File: config.mk
export PLATFORM = sky130hd
export DESIGN_NAME = srst_seq
export DESIGN_NICKNAME = d
export VERILOG_FILES = /design/src/rtl/srst_pkg.sv /design/src/rtl/srst_rst_sync.sv /design/src/rtl/srst_chan.sv /design/src/rtl/srst_gate.sv /design/src/rtl/srst_seq.sv
export SDC_FILE = /design/constraint.sdc
export NUM_CORES = 1
export LEC_CHECK = 0
export BUFFER_PORTS_ARGS = -buffer_cell sky130_fd_sc_hd__buf_4
export CAP_MARGIN = 15
export CORE_MARGIN = 2
export CORE_UTILIZATION = 35
export DETAILED_ROUTE_END_ITERATION = 6
export PLACE_DENSITY = 0.85
export SLEW_MARGIN = 25
export SYNTH_ARGS = -nofsm -noshare
export SYNTH_HDL_FRONTEND = slang
export SYNTH_SLANG_ARGS = --single-unit
File: constraint.sdc
create_clock -name clk -period 1.75 [get_ports clk]
set_input_delay 0.2625 -clock clk [delete_from_list [all_inputs] [get_ports clk]]
set_output_delay 0.2625 -clock clk [all_outputs]
set_load 0.005 [all_outputs]
File: src/rtl/srst_pkg.sv
`timescale 1ns/1ps
package srst_pkg;
  // Bit positions inside every reset word
  localparam int unsigned GO_BIT  = 0;
  localparam int unsigned ERR_BIT = 1;
  // Byte offset bits below the word select
  localparam int unsigned BYTE_BITS = 2;
  // Synchronizer depth for reset release
  localparam int unsigned RST_STAGES = 2;
endpackage

File: src/rtl/srst_rst_sync.sv
`timescale 1ns/1ps
module srst_rst_sync #(
  parameter int unsigned STAGES = 2
) (
  input  logic clk,
  input  logic rst_n,
  output logic rst_q_n
);
  logic [STAGES-1:0] sync_q;
  logic [STAGES-1:0] sync_d;

  always_comb begin
    sync_d = {sync_q[STAGES-2:0], 1'b1};
  end

  always_ff @(posedge clk or negedge rst_n) begin
    if (!rst_n) begin
      sync_q <= '0;
    end else begin
      sync_q <= sync_d;
    end
  end

  assign rst_q_n = sync_q[STAGES-1];
endmodule

File: src/rtl/srst_chan.sv
`timescale 1ns/1ps
module srst_chan (
  input  logic clk,
  input  logic rst_n,
  input  logic start,
  input  logic done,
  output logic busy,
  output logic fin
);
  logic busy_q;
  logic busy_d;
  logic busy_en;

  always_comb begin
    busy_en = 1'b0;
    busy_d  = busy_q;
    if (busy_q) begin
      if (done) begin
        busy_en = 1'b1;
        busy_d  = 1'b0;
      end
    end else if (start) begin
      busy_en = 1'b1;
      busy_d  = 1'b1;
    end
  end

  always_ff @(posedge clk or negedge rst_n) begin
    if (!rst_n) begin
      busy_q <= 1'b0;
    end else if (busy_en) begin
      busy_q <= busy_d;
    end
  end

  assign busy = busy_q;
  assign fin  = busy_q & done;

  // request held until the done pulse, dropped right after it
  assert_hold_until_done_R3: assert property (@(posedge clk) disable iff (!rst_n)
    busy && !done |=> busy);
  assert_drop_after_done_R3: assert property (@(posedge clk) disable iff (!rst_n)
    busy && done |=> !busy);
  // a launch shows up on the next edge
  assert_launch_R2: assert property (@(posedge clk) disable iff (!rst_n)
    !busy && start |=> busy);
  // without a launch an idle target stays idle, whatever done does
  assert_idle_stays_R6: assert property (@(posedge clk) disable iff (!rst_n)
    !busy && !start |=> !busy);
endmodule

File: src/rtl/srst_gate.sv
`timescale 1ns/1ps
module srst_gate #(
  parameter int unsigned N_CHILD = 3
) (
  input  logic               clk,
  input  logic               rst_n,
  input  logic [N_CHILD-1:0] child_fin,
  input  logic               core_fin,
  input  logic               core_try,
  output logic               core_accept,
  output logic               all_done,
  output logic               err
);
  logic [N_CHILD-1:0] seen_q;
  logic [N_CHILD-1:0] seen_d;
  logic               seen_en;
  logic               err_q;
  logic               err_d;
  logic               err_en;

  assign all_done    = &seen_q;
  assign core_accept = core_try & all_done;

  always_comb begin
    seen_en = core_fin | (|child_fin);
    if (core_fin) begin
      seen_d = '0;
    end else begin
      seen_d = seen_q | child_fin;
    end
  end

  always_comb begin
    err_en = core_try;
    err_d  = err_q;
    if (core_try) begin
      err_d = ~all_done;
    end
  end

  always_ff @(posedge clk or negedge rst_n) begin
    if (!rst_n) begin
      seen_q <= '0;
    end else if (seen_en) begin
      seen_q <= seen_d;
    end
  end

  always_ff @(posedge clk or negedge rst_n) begin
    if (!rst_n) begin
      err_q <= 1'b0;
    end else if (err_en) begin
      err_q <= err_d;
    end
  end

  assign err = err_q;

  // core completion wipes every child record
  assert_forget_on_core_R9: assert property (@(posedge clk) disable iff (!rst_n)
    core_fin |=> seen_q == '0);
  // an early core write raises the error flag, an accepted one clears it
  assert_reject_flags_R8: assert property (@(posedge clk) disable iff (!rst_n)
    core_try && !all_done |=> err);
  assert_accept_clears_R8: assert property (@(posedge clk) disable iff (!rst_n)
    core_accept |=> !err);

  generate
    for (genvar g = 0; g < N_CHILD; g++) begin : g_sticky
      // a child record, once set, survives until core completion
      assert_sticky_R5: assert property (@(posedge clk) disable iff (!rst_n)
        seen_q[g] && !core_fin |=> seen_q[g]);
    end
  endgenerate
endmodule

File: src/rtl/srst_seq.sv
`timescale 1ns/1ps
module srst_seq #(
  parameter int unsigned N_CHILD = 3,
  parameter int unsigned DATA_W  = 32,
  localparam int unsigned N_SLOT = N_CHILD + 1,
  localparam int unsigned SEL_W  = $clog2(N_SLOT),
  localparam int unsigned ADDR_W = SEL_W + srst_pkg::BYTE_BITS
) (
  input  logic               clk,
  input  logic               rst_n,
  input  logic               bus_wr,
  input  logic [ADDR_W-1:0]  bus_addr,
  input  logic [DATA_W-1:0]  bus_wdata,
  output logic [DATA_W-1:0]  bus_rdata,
  output logic [N_CHILD-1:0] child_req,
  input  logic [N_CHILD-1:0] child_done,
  output logic               core_req,
  input  logic               core_done
);
  import srst_pkg::*;

  logic              rst_q_n;
  logic [SEL_W-1:0]  slot_sel;
  logic [N_SLOT-1:0] wr_go;
  logic [N_SLOT-1:0] start_v;
  logic [N_SLOT-1:0] done_v;
  logic [N_SLOT-1:0] busy_v;
  logic [N_SLOT-1:0] fin_v;
  logic              core_try;
  logic              core_accept;
  logic              all_done;
  logic              err;
  logic              unused_bits;

  srst_rst_sync #(.STAGES(RST_STAGES)) i_rst_sync (
    .clk     (clk),
    .rst_n   (rst_n),
    .rst_q_n (rst_q_n)
  );

  assign slot_sel    = bus_addr[ADDR_W-1:BYTE_BITS];
  assign unused_bits = ^{bus_addr[BYTE_BITS-1:0], bus_wdata[DATA_W-1:1]};

  always_comb begin
    for (int s = 0; s < N_SLOT; s++) begin
      wr_go[s] = bus_wr & bus_wdata[GO_BIT] & (int'(slot_sel) == s);
    end
  end

  assign done_v   = {core_done, child_done};
  assign core_try = wr_go[N_CHILD] & ~busy_v[N_CHILD];

  generate
    for (genvar g = 0; g < N_SLOT; g++) begin : g_chan
      if (g < N_CHILD) begin : g_child
        assign start_v[g] = wr_go[g];
      end else begin : g_core
        assign start_v[g] = core_accept;
      end
      srst_chan i_chan (
        .clk   (clk),
        .rst_n (rst_q_n),
        .start (start_v[g]),
        .done  (done_v[g]),
        .busy  (busy_v[g]),
        .fin   (fin_v[g])
      );
    end
  endgenerate

  srst_gate #(.N_CHILD(N_CHILD)) i_gate (
    .clk         (clk),
    .rst_n       (rst_q_n),
    .child_fin   (fin_v[N_CHILD-1:0]),
    .core_fin    (fin_v[N_CHILD]),
    .core_try    (core_try),
    .core_accept (core_accept),
    .all_done    (all_done),
    .err         (err)
  );

  always_comb begin
    bus_rdata = '0;
    for (int s = 0; s < N_SLOT; s++) begin
      if (int'(slot_sel) == s) begin
        bus_rdata[GO_BIT] = busy_v[s];
        if (s == N_CHILD) begin
          bus_rdata[ERR_BIT] = err;
        end
      end
    end
  end

  assign child_req = busy_v[N_CHILD-1:0];
  assign core_req  = busy_v[N_CHILD];

  // the core request only rises after every child has completed
  assert_core_gated_R7: assert property (@(posedge clk) disable iff (!rst_q_n)
    $rose(core_req) |-> $past(all_done));
  // a repeated write to a busy child never lengthens or restarts it
  assert_no_restart_R4: assert property (@(posedge clk) disable iff (!rst_q_n)
    child_req[0] && child_done[0] |=> !child_req[0]);
  // while reset is held inside, no request is out
  assert_quiet_in_reset_R10: assert property (@(posedge clk)
    !rst_q_n |-> child_req == '0 && !core_req);
endmodule

* Yosys cells after proc, flatten, opt, wreduce, memory -nomap -nowiden
Index checks and enable logic that the tools add are counted.
Cells by class: eq/ne operators 3, muxes and demuxes 25, bitwise logic cells 15, reductions and logical operators 3
Operators with widths (count):
- $mux 1 | 23
- $and 1x1->1 | 11
- $eq 2x2->1 const B | 2
- $mux 3 | 1
- $or 3x3->3 | 1
- $reduce_and 3->1 | 1
- $reduce_or 3->1 | 1
- $eq 2x1->1 const B | 1
- $logic_not 2->1 | 1
- $mux 2 | 1
- $not 1->1 | 2
- $or 1x1->1 | 1
Word-level totals: register bits after elaboration 10, input port bits 43, output and inout bits 36, logic and storage cells 53

* Longest topological paths before layout
Gate-level depths: netlist of the first run.
depth after elaboration 6, depth in mapped cells 3, gate-level depth less buffers 3

* By module
From an unflattened synthesis of the first run, not the netlist that was laid out.
Unflattened totals: cell total of the unflattened synthesis 72, area, all modules 681.9 um2
By module, submodules not included:
- srst_seq | times used 1, cells each 39, area each 291.5 um2, sequential area each 0.0 um2
- srst_chan | times used 4, cells each 4, area each 46.3 um2, sequential area each 25.0 um2
- srst_gate | times used 1, cells each 14, area each 151.4 um2, sequential area each 100.1 um2
- srst_rst_sync | times used 1, cells each 3, area each 53.8 um2, sequential area each 50.0 um2

* Worst setup path before layout of the first run
No wires, ideal clock.
kind reg2out, from reg g_chan[3].i_chan.busy_q, to out bus_rdata[0], arrival 0.930 ns, required time 1.487 ns, slack 0.558 ns, cell stages (with the launch flop) 2, buffers on the path 0, cells stage by stage dfrtp_1 mux4_1
Between the ends: word-level cells in the longest chain between the ends 1
RTL lines:
- from (decl) | RTL line srst_chan.sv:10 | logic busy_q;
- from (signal assigned) | RTL line srst_chan.sv:32 | busy_q <= busy_d;
- $mux 2 | RTL line srst_seq.sv:85 | if (int'(slot_sel) == s) begin
- to (decl) | RTL line srst_seq.sv:14 | output logic [DATA_W-1:0] bus_rdata,
No other way between the ends.

* Worst setup path after layout of the first run
Ends and elaborated chain as after synthesis.

==> flow_metrics.tcl, run 1 <==
set metrics [dict create \
    status "finished clean" \
    reg2reg_depth 2 \
    start_util_pct 37.7 \
    antenna_found_initial 0 \
    route.detailed.drc 0 \
    tns_ps 0 \
    numPortBuffers 15 \
    route.met3.wl_um 103 \
    hpwlAfterDp_um 821 \
    hold_class "reg2async" \
    cap_violations 0 \
    r2r_slack_ps 590 \
    finalPower_uw 645 \
    grt_pass1_wl_mm 1.38 \
    antennaDiodeCount 0 \
    wl_um 979 \
    cts_sinks 10 \
    post-place-ws_ps 386 \
    cts_resized 0 \
    fin_crit_sh_pct 94.5 \
    rows 15 \
    timing.rr.start "g_chan[3].i_chan.busy$_DFFE_PN0P_" \
    wl_met1_um 310 \
    syn_to_final_growth_pct 7.71 \
    p_leak_nw 0.378 \
    power_frac_seq_pct 48.7 \
    vias 424 \
    cts_root_buffer "clkbuf_4" \
    vias_per_cell 3.89 \
    synth_largest_area_cell "dfrtp_1" \
    design.core.area_um2 1760 \
    period_minus_slack_ps 1650 \
    num-nets-final 128 \
    synthTopCellsByCount "buf_4, dfrtp_1, a21oi_1" \
    die_width_um 47.6 \
    firstDrtPassIters 4 \
    clkTransAtPathRegs_ps 70 \
    grtUsageTotal_pct 9.22 \
    die_h_um 47.6 \
    cts_tree "done" \
    grt_max_degree 9 \
    io_pins 79 \
    rr_endpoint "i_gate.err$_DFFE_PN0P_" \
    worst-path-max-fanout 8 \
    slew_viol_final 0 \
    synth_ff_type "dfrtp_1" \
    wl_met2_um 564 \
    skew_ps 3.88 \
    p_sw_share_pct 26.7 \
    cts_max_level 1 \
    ys_types 15 \
    layout-drive-gt1-share_pct 25.0 \
    endpoint_kind "output port" \
    p_clk_share_pct 31.6 \
    yosysMostFrequentCell "buf_4" \
    syn-cell-area_um2 666 \
    avgSynthCellArea_um2 9.79 \
    switching_power_uw 172 \
    ys_ff_latch 10 \
    grt_setup_unrepaired "false" \
    cts_buffers 3 \
    criticalPathCategory "reg2out" \
    synthCells 68 \
    startpoint_type "register" \
    synth_edf_count 0 \
    synth_seq_area_share_pct 37.6 \
    synthTopCellsByArea "dfrtp_1, buf_4, a21oi_1" \
    yosysWarnings 0 \
    finalSetupViolCount 0 \
    async_reset_ff_share_pct 100 \
    timing.final.hold_violations 0 \
    dr.first_iter.drc_count 2 \
    wire_per_inst_um 8.98 \
    crit_arrival_ps 1390 \
    power_density_nw_per_um2 899 \
    vdd_drop_max_mv 0.508 \
    power.internal_uw 473 \
    synth_top_area_share_pct 37.6 \
    grt_pass1_vias 332 \
    pwr-share-comb_pct 19.7 \
    fin_ws_ps 96.2 \
    worstSkewPairLatency_ps 260 \
    max_freq_mhz 605 \
    globalplace.congestion 0.769 \
    grt.overflow.total 0 \
    cts.path.max_buffers 2 \
    highest_layer "met3" \
    required_ps 1490 \
    die_area_um2 2270 \
    drtAntennaViolNets 0 \
]
final cells by class:
type | instances | area [um^2]
clock buffer | 4 | 36.3
fill | 185 | 1050
inverter | 2 | 7.51
multi-input combinational | 52 | 269
sequential | 10 | 250
tap | 25 | 31.3
timing repair buffer | 16 | 123
power groups by stage:
stage	sequential, mW	combinational [mW]	clock [mW]
3_5_place_dp	0.320	0.127	0
4_1_cts	0.315	0.129	0.218
6_report	0.314	0.127	0.203
2_1_floorplan	0.310	0.130	0
3_3_place_gp	0.315	0.121	0
5_1_grt	0.320	0.147	0.228
worst max-delay path by stage:
stage                                                  from            to  slack [ps]  depth (start not counted)
after floorplan           g_chan[3].i_chan.busy$_DFFE_PN0P_  bus_rdata[0]         560                          1
after global placement    g_chan[3].i_chan.busy$_DFFE_PN0P_  bus_rdata[0]         410                          2
after detailed placement  g_chan[3].i_chan.busy$_DFFE_PN0P_  bus_rdata[0]         390                          2
after CTS                 g_chan[3].i_chan.busy$_DFFE_PN0P_  bus_rdata[0]          80                          2
after global routing      g_chan[3].i_chan.busy$_DFFE_PN0P_  bus_rdata[0]          50                          2
final                     g_chan[3].i_chan.busy$_DFFE_PN0P_  bus_rdata[0]         100                          2
cell families after synthesis:
| group | synth area share, % |
|---|---|
| compound gates | 8.65 |
| mux | 5.64 |
| simple gates | 8.65 |
| buf+inv | 38.3 |
| other cells | 1.13 |
| flops | 37.6 |
cell usage in the layout (no fill, tap or decap):
cell            n
a21oi_1         6
and3_2          1
buf_4          15
clkbuf_4        3
clkbuf_8        1
conb_1         31
dfrtp_1        10
dlygate4sd3_1   1
inv_1           2
mux2_2          1
mux4_1          1
nand2_1         2
nand2b_1        2
nand3_1         1
nor3_1          1
o21ai_0         2
o41ai_1         2
or4b_1          2
through the flow:
step | cell area [um^2] | utilization, % | hold WS (ps) | instances
2_1_floorplan | 774 | - | -33.1 | 97
3_3_place_gp | 671 | 38.0 | 46.2 | 104
3_5_place_dp | 671 | 38.0 | 46.9 | 104
4_1_cts | 717 | 40.6 | 140 | 109
5_1_grt | 717 | 40.6 | 170 | 109
6_report | 717 | 40.6 | 119 | 109
flip-flops by register name, summed over array words and instances, names as in the netlist:
name / cells
g_chan.i_chan.busy: 4
i_rst_sync.sync_q: 2
i_gate.seen_q: 3
i_gate.err: 1
worst max-delay path, cell delays in order (launching register included):
cell and delay (ps):
dfrtp_1 460, mux4_1 510, buf_4 150
timing repair:
action,4_1_cts,5_1_grt
hold buffers,1,0
setup buffers,0,0
endpoints found under the hold margin,2,0
per-layer routing:
layer / vias up / track usage, %
li1: 195 / -
met4: 0 / 4.86
met3: 0 / 4.53
met5: - / 0
met2: 26 / 15.4
met1: 203 / 9.53
Note: power is estimated with default switching activity, not from simulation.
==> inputs of run 2 (changes only) <==
--- a/config.mk
+++ b/config.mk
@@ -10,7 +10,7 @@
 export CORE_MARGIN = 2
 export CORE_UTILIZATION = 35
 export DETAILED_ROUTE_END_ITERATION = 6
-export PLACE_DENSITY = 0.85
+export PLACE_DENSITY = 0.94
 export SLEW_MARGIN = 25
 export SYNTH_ARGS = -nofsm -noshare
 export SYNTH_HDL_FRONTEND = slang
==> flow_metrics.tcl, run 2 (same netlist as run 1, synthesis figures left out) <==
set metrics [dict create \
    max_freq_mhz 608 \
    period_minus_slack_ps 1640 \
    timing.final.hold_violations 0 \
    largest_reg_flops 4 \
    io_pins 79 \
    design.core.area_um2 1760 \
    critical_path_buf_inv_count 1 \
    cts_resized 0 \
    clkTransAtPathRegs_ps 60 \
    cts.path.max_buffers 2 \
    cts_buffers 3 \
    globalplace.congestion 0.789 \
    hold_slack_ps 128 \
    vias 436 \
    cts_max_level 1 \
    grt_setup_unrepaired "false" \
    cap_violations 0 \
    power_density_nw_per_um2 841 \
    grt.overflow.total 0 \
    worst-path-max-fanout 8 \
    firstDrtPassIters 4 \
    post_cts.repair.setup_buffers 0 \
    worstSkewPairLatency_ps 260 \
    drtAntennaViolNets 0 \
    num-nets-final 128 \
    vdd_drop_max_mv 0.471 \
    wire_per_inst_um 9.15 \
    die_h_um 47.6 \
    post-place-ws_ps 389 \
    layout-drive-gt1-share_pct 24.1 \
    antennaDiodeCount 0 \
    criticalPathCategory "reg2out" \
    start_util_pct 37.7 \
    finish.utilization_pct 39.9 \
    status "finished clean" \
    p_leak_nw 0.370 \
    grt_pass1_vias 342 \
    r2r_slack_ps 590 \
    finalPower_uw 591 \
    finish.instance_area_um2 703 \
    hold_buffers 1 \
    slew_viol_final 0 \
    rr_endpoint "i_gate.err$_DFFE_PN0P_" \
    cts_tree "done" \
    wl_um 988 \
    path_cells "mux4_1, buf_4" \
    endpoint_kind "output port" \
    layout_commonest_cell "conb_1" \
    grt_max_degree 9 \
    die_width_um 47.6 \
    fin_cells 108 \
    nFillCells 184 \
    path_delay_family "multiplexers" \
    timing.rr.start "g_chan[3].i_chan.busy$_DFFE_PN0P_" \
    numPortBuffers 15 \
    fin_ws_ps 106 \
    finalSetupViolCount 0 \
    cts_sinks 10 \
    startpoint_type "register" \
    cts_root_buffer "clkbuf_4" \
    hold_class "reg2async" \
    reg2reg_depth 2 \
    final_cell_mix "conb_1, buf_4, dfrtp_1" \
    route.detailed.drc 0 \
    critPathMaxStageDelay_ps 510 \
    crit_arrival_ps 1380 \
    hpwlAfterDp_um 798 \
    required_ps 1490 \
    skew_ps 5.82 \
    die_area_um2 2270 \
    antenna_found_initial 0 \
    place_area_um2 671 \
    tns_ps 0 \
    syn_to_final_growth_pct 5.64 \
    grt_pass1_wl_mm 1.42 \
    fin_crit_sh_pct 93.9 \
    vias_per_cell 4.04 \
    grtUsageTotal_pct 9.22 \
    dp.cells 104 \
    dr.first_iter.drc_count 8 \
    slowest_stage "mux4_1" \
    rows 15 \
]
-- run 2: how the worst max path moves through the flow --
stage,depth (start not counted),slack (ps),to,startpoint
floorplan,1,560,bus_rdata[0],g_chan[3].i_chan.busy$_DFFE_PN0P_
global placement,2,410,bus_rdata[0],g_chan[3].i_chan.busy$_DFFE_PN0P_
detailed placement,2,390,bus_rdata[0],g_chan[3].i_chan.busy$_DFFE_PN0P_
CTS,2,100,bus_rdata[0],g_chan[3].i_chan.busy$_DFFE_PN0P_
global route,2,50,bus_rdata[0],g_chan[3].i_chan.busy$_DFFE_PN0P_
finish,2,110,bus_rdata[0],g_chan[3].i_chan.busy$_DFFE_PN0P_
-- run 2: power by group --
part           switching, mW  total [mW]  internal (mW)
Clock                 0.0735       0.153         0.0792
Sequential            0.0325       0.313          0.280
Combinational         0.0597       0.126         0.0660
-- run 2: per-layer routing --
metal	GRT usage, %	share of wire, %	up-vias
li1	-	-	195
met1	10.2	35	210
met2	15.4	53	31
met3	5.66	12	0
met4	1.62	0	0
met5	0	0	-
-- run 2: cell type report --
| type | instances | area (um^2) | share of cell area (%) |
|---|---|---|---|
| clock buffer | 3 | 22.5 | 3.20 |
| multi-input combinational | 52 | 269 | 38.3 |
| inverter | 2 | 7.51 | 1.07 |
| tap | 25 | 31.3 | 4.45 |
| timing repair buffer | 16 | 123 | 17.4 |
| sequential | 10 | 250 | 35.6 |
==> inputs of run 3 (changes only) <==
--- a/config.mk
+++ b/config.mk
@@ -11,6 +11,7 @@
 export CORE_UTILIZATION = 35
 export DETAILED_ROUTE_END_ITERATION = 6
 export PLACE_DENSITY = 0.94
+export SETUP_SLACK_MARGIN = 0.5
 export SLEW_MARGIN = 25
 export SYNTH_ARGS = -nofsm -noshare
 export SYNTH_HDL_FRONTEND = slang
==> flow_metrics.tcl, run 3 (same netlist as run 1, synthesis figures left out) <==
set metrics [dict create \
    status "finished clean" \
    firstDrtPassIters 2 \
    reg2reg_depth 3 \
    numPortBuffers 15 \
    globalplace.congestion 0.789 \
    antennaDiodeCount 0 \
    slew_viol_final 0 \
    tns_ps 0 \
    final_cell_mix "conb_1, buf_4, dfrtp_1" \
    nFillCells 182 \
    design.core.area_um2 1760 \
    startpoint_type "register" \
    cap_violations 0 \
    grt_max_degree 9 \
    die_area_um2 2270 \
    wl_mm 1.04 \
    wire_per_inst_um 9.29 \
    largest_reg_flops 4 \
    start_util_pct 37.7 \
    grt_setup_unrepaired "true" \
    cts_root_buffer "clkbuf_4" \
    num-nets-final 132 \
    cts.path.max_buffers 2 \
    cts_tree "done" \
    cts_sinks 10 \
    cts_max_level 1 \
    crit_arrival_ps 1260 \
    timing.final.hold_violations 0 \
    io_pins 79 \
    worst-path-max-fanout 2 \
    grt_pass1_vias 367 \
    vias_per_cell 4.01 \
    skew_ps 5.82 \
    vias 449 \
    p_leak_nw 0.385 \
    clkTransAtPathRegs_ps 60 \
    hold_slack_ps 128 \
    layout-drive-gt1-share_pct 31.0 \
    antenna_found_initial 0 \
    dr.first_iter.drc_count 4 \
    vdd_drop_max_mv 0.479 \
    cts_buffers 3 \
    max_freq_mhz 656 \
    die_h_um 47.6 \
    period_minus_slack_ps 1530 \
    finalSetupViolCount 0 \
    finalPower_uw 609 \
    post-place-ws_ps 389 \
    fin_ws_ps 225 \
    syn_to_final_growth_pct 11.7 \
    multi_input_area_um2 274 \
    route.detailed.drc 0 \
    fin_crit_sh_pct 87.1 \
    layout_commonest_cell "conb_1" \
    power_density_nw_per_um2 819 \
    criticalPathCategory "reg2out" \
    rows 15 \
    die_width_um 47.6 \
    drtAntennaViolNets 0 \
    grtUsageTotal_pct 9.70 \
    required_ps 1490 \
    grt.overflow.total 0 \
    hpwlAfterDp_um 798 \
    ff_latch_area_um2 251 \
    grt_pass1_wl_mm 1.48 \
    worstSkewPairLatency_ps 260 \
    endpoint_kind "output port" \
    hold_class "reg2async" \
]
==> run 3: per-stage QoR <==
step / instance area, um^2 / utilization [%] / cells
CTS: 734 / 41.6 / 112
global route: 743 / 42.1 / 112
floorplan: 774 / - / 97
detailed placement: 671 / 38.0 / 104
global placement: 671 / 38.0 / 104
finish: 743 / 42.1 / 112
==> run 3: path summary, 6_finish.rpt <==
path	start	to	slack [ps]
max	g_chan[3].i_chan.busy$_DFFE_PN0P_	bus_rdata[0]	220
min	i_rst_sync.sync_q[1]$_DFF_PN0_	g_chan[1].i_chan.busy$_DFFE_PN0P_	130
max reg2reg	g_chan[1].i_chan.busy$_DFFE_PN0P_	g_chan[1].i_chan.busy$_DFFE_PN0P_	550
min reg2reg	i_rst_sync.sync_q[1]$_DFF_PN0_	g_chan[1].i_chan.busy$_DFFE_PN0P_	130
max in group asynchronous	rst_n	i_rst_sync.sync_q[1]$_DFF_PN0_	1350
min in group clk	child_done[2]	g_chan[2].i_chan.busy$_DFFE_PN0P_	180
==> run 3: worst max-delay path, stage by stage (launching register included) <==
cell	delay, ps
dfrtp_2	390
mux4_2	480
buf_6	130
==> run 3: timing repair <==
item | in CTS | in global routing
setup endpoints to repair | 1 | 3
hold buffers | 1 | 0
endpoints found under the hold margin | 2 | 0
setup buffers | 4 | 0
gates resized for setup | 3 | 2
==> run 3: final cells by class <==
class	instances	share of cell area, %
Clock buffer	3	3.03
Inverter	2	1.01
Multi-Input combinational cell	52	36.9
Sequential cell	10	33.8
Tap cell	25	4.21
Timing Repair Buffer	20	21.0
==> run 3: metal layers <==
metal | part of all wire [%] | routed length (um) | global-route usage, % | vias to the layer above
li1 | - | - | - | 203
met1 | 35 | 359 | 9.79 | 219
met2 | 55 | 571 | 17.6 | 27
met3 | 10 | 109 | 5.66 | 0
met4 | 0 | 0 | 1.62 | 0
met5 | 0 | 0 | 0 | -
==> run 3: report_power, final <==
| part | leakage, nW | switching, mW | internal, mW |
|---|---|---|---|
| logic | 0.252 | 0.0712 | 0.0780 |
| clock network | 0.0138 | 0.0731 | 0.0792 |
| registers | 0.118 | 0.0261 | 0.281 |
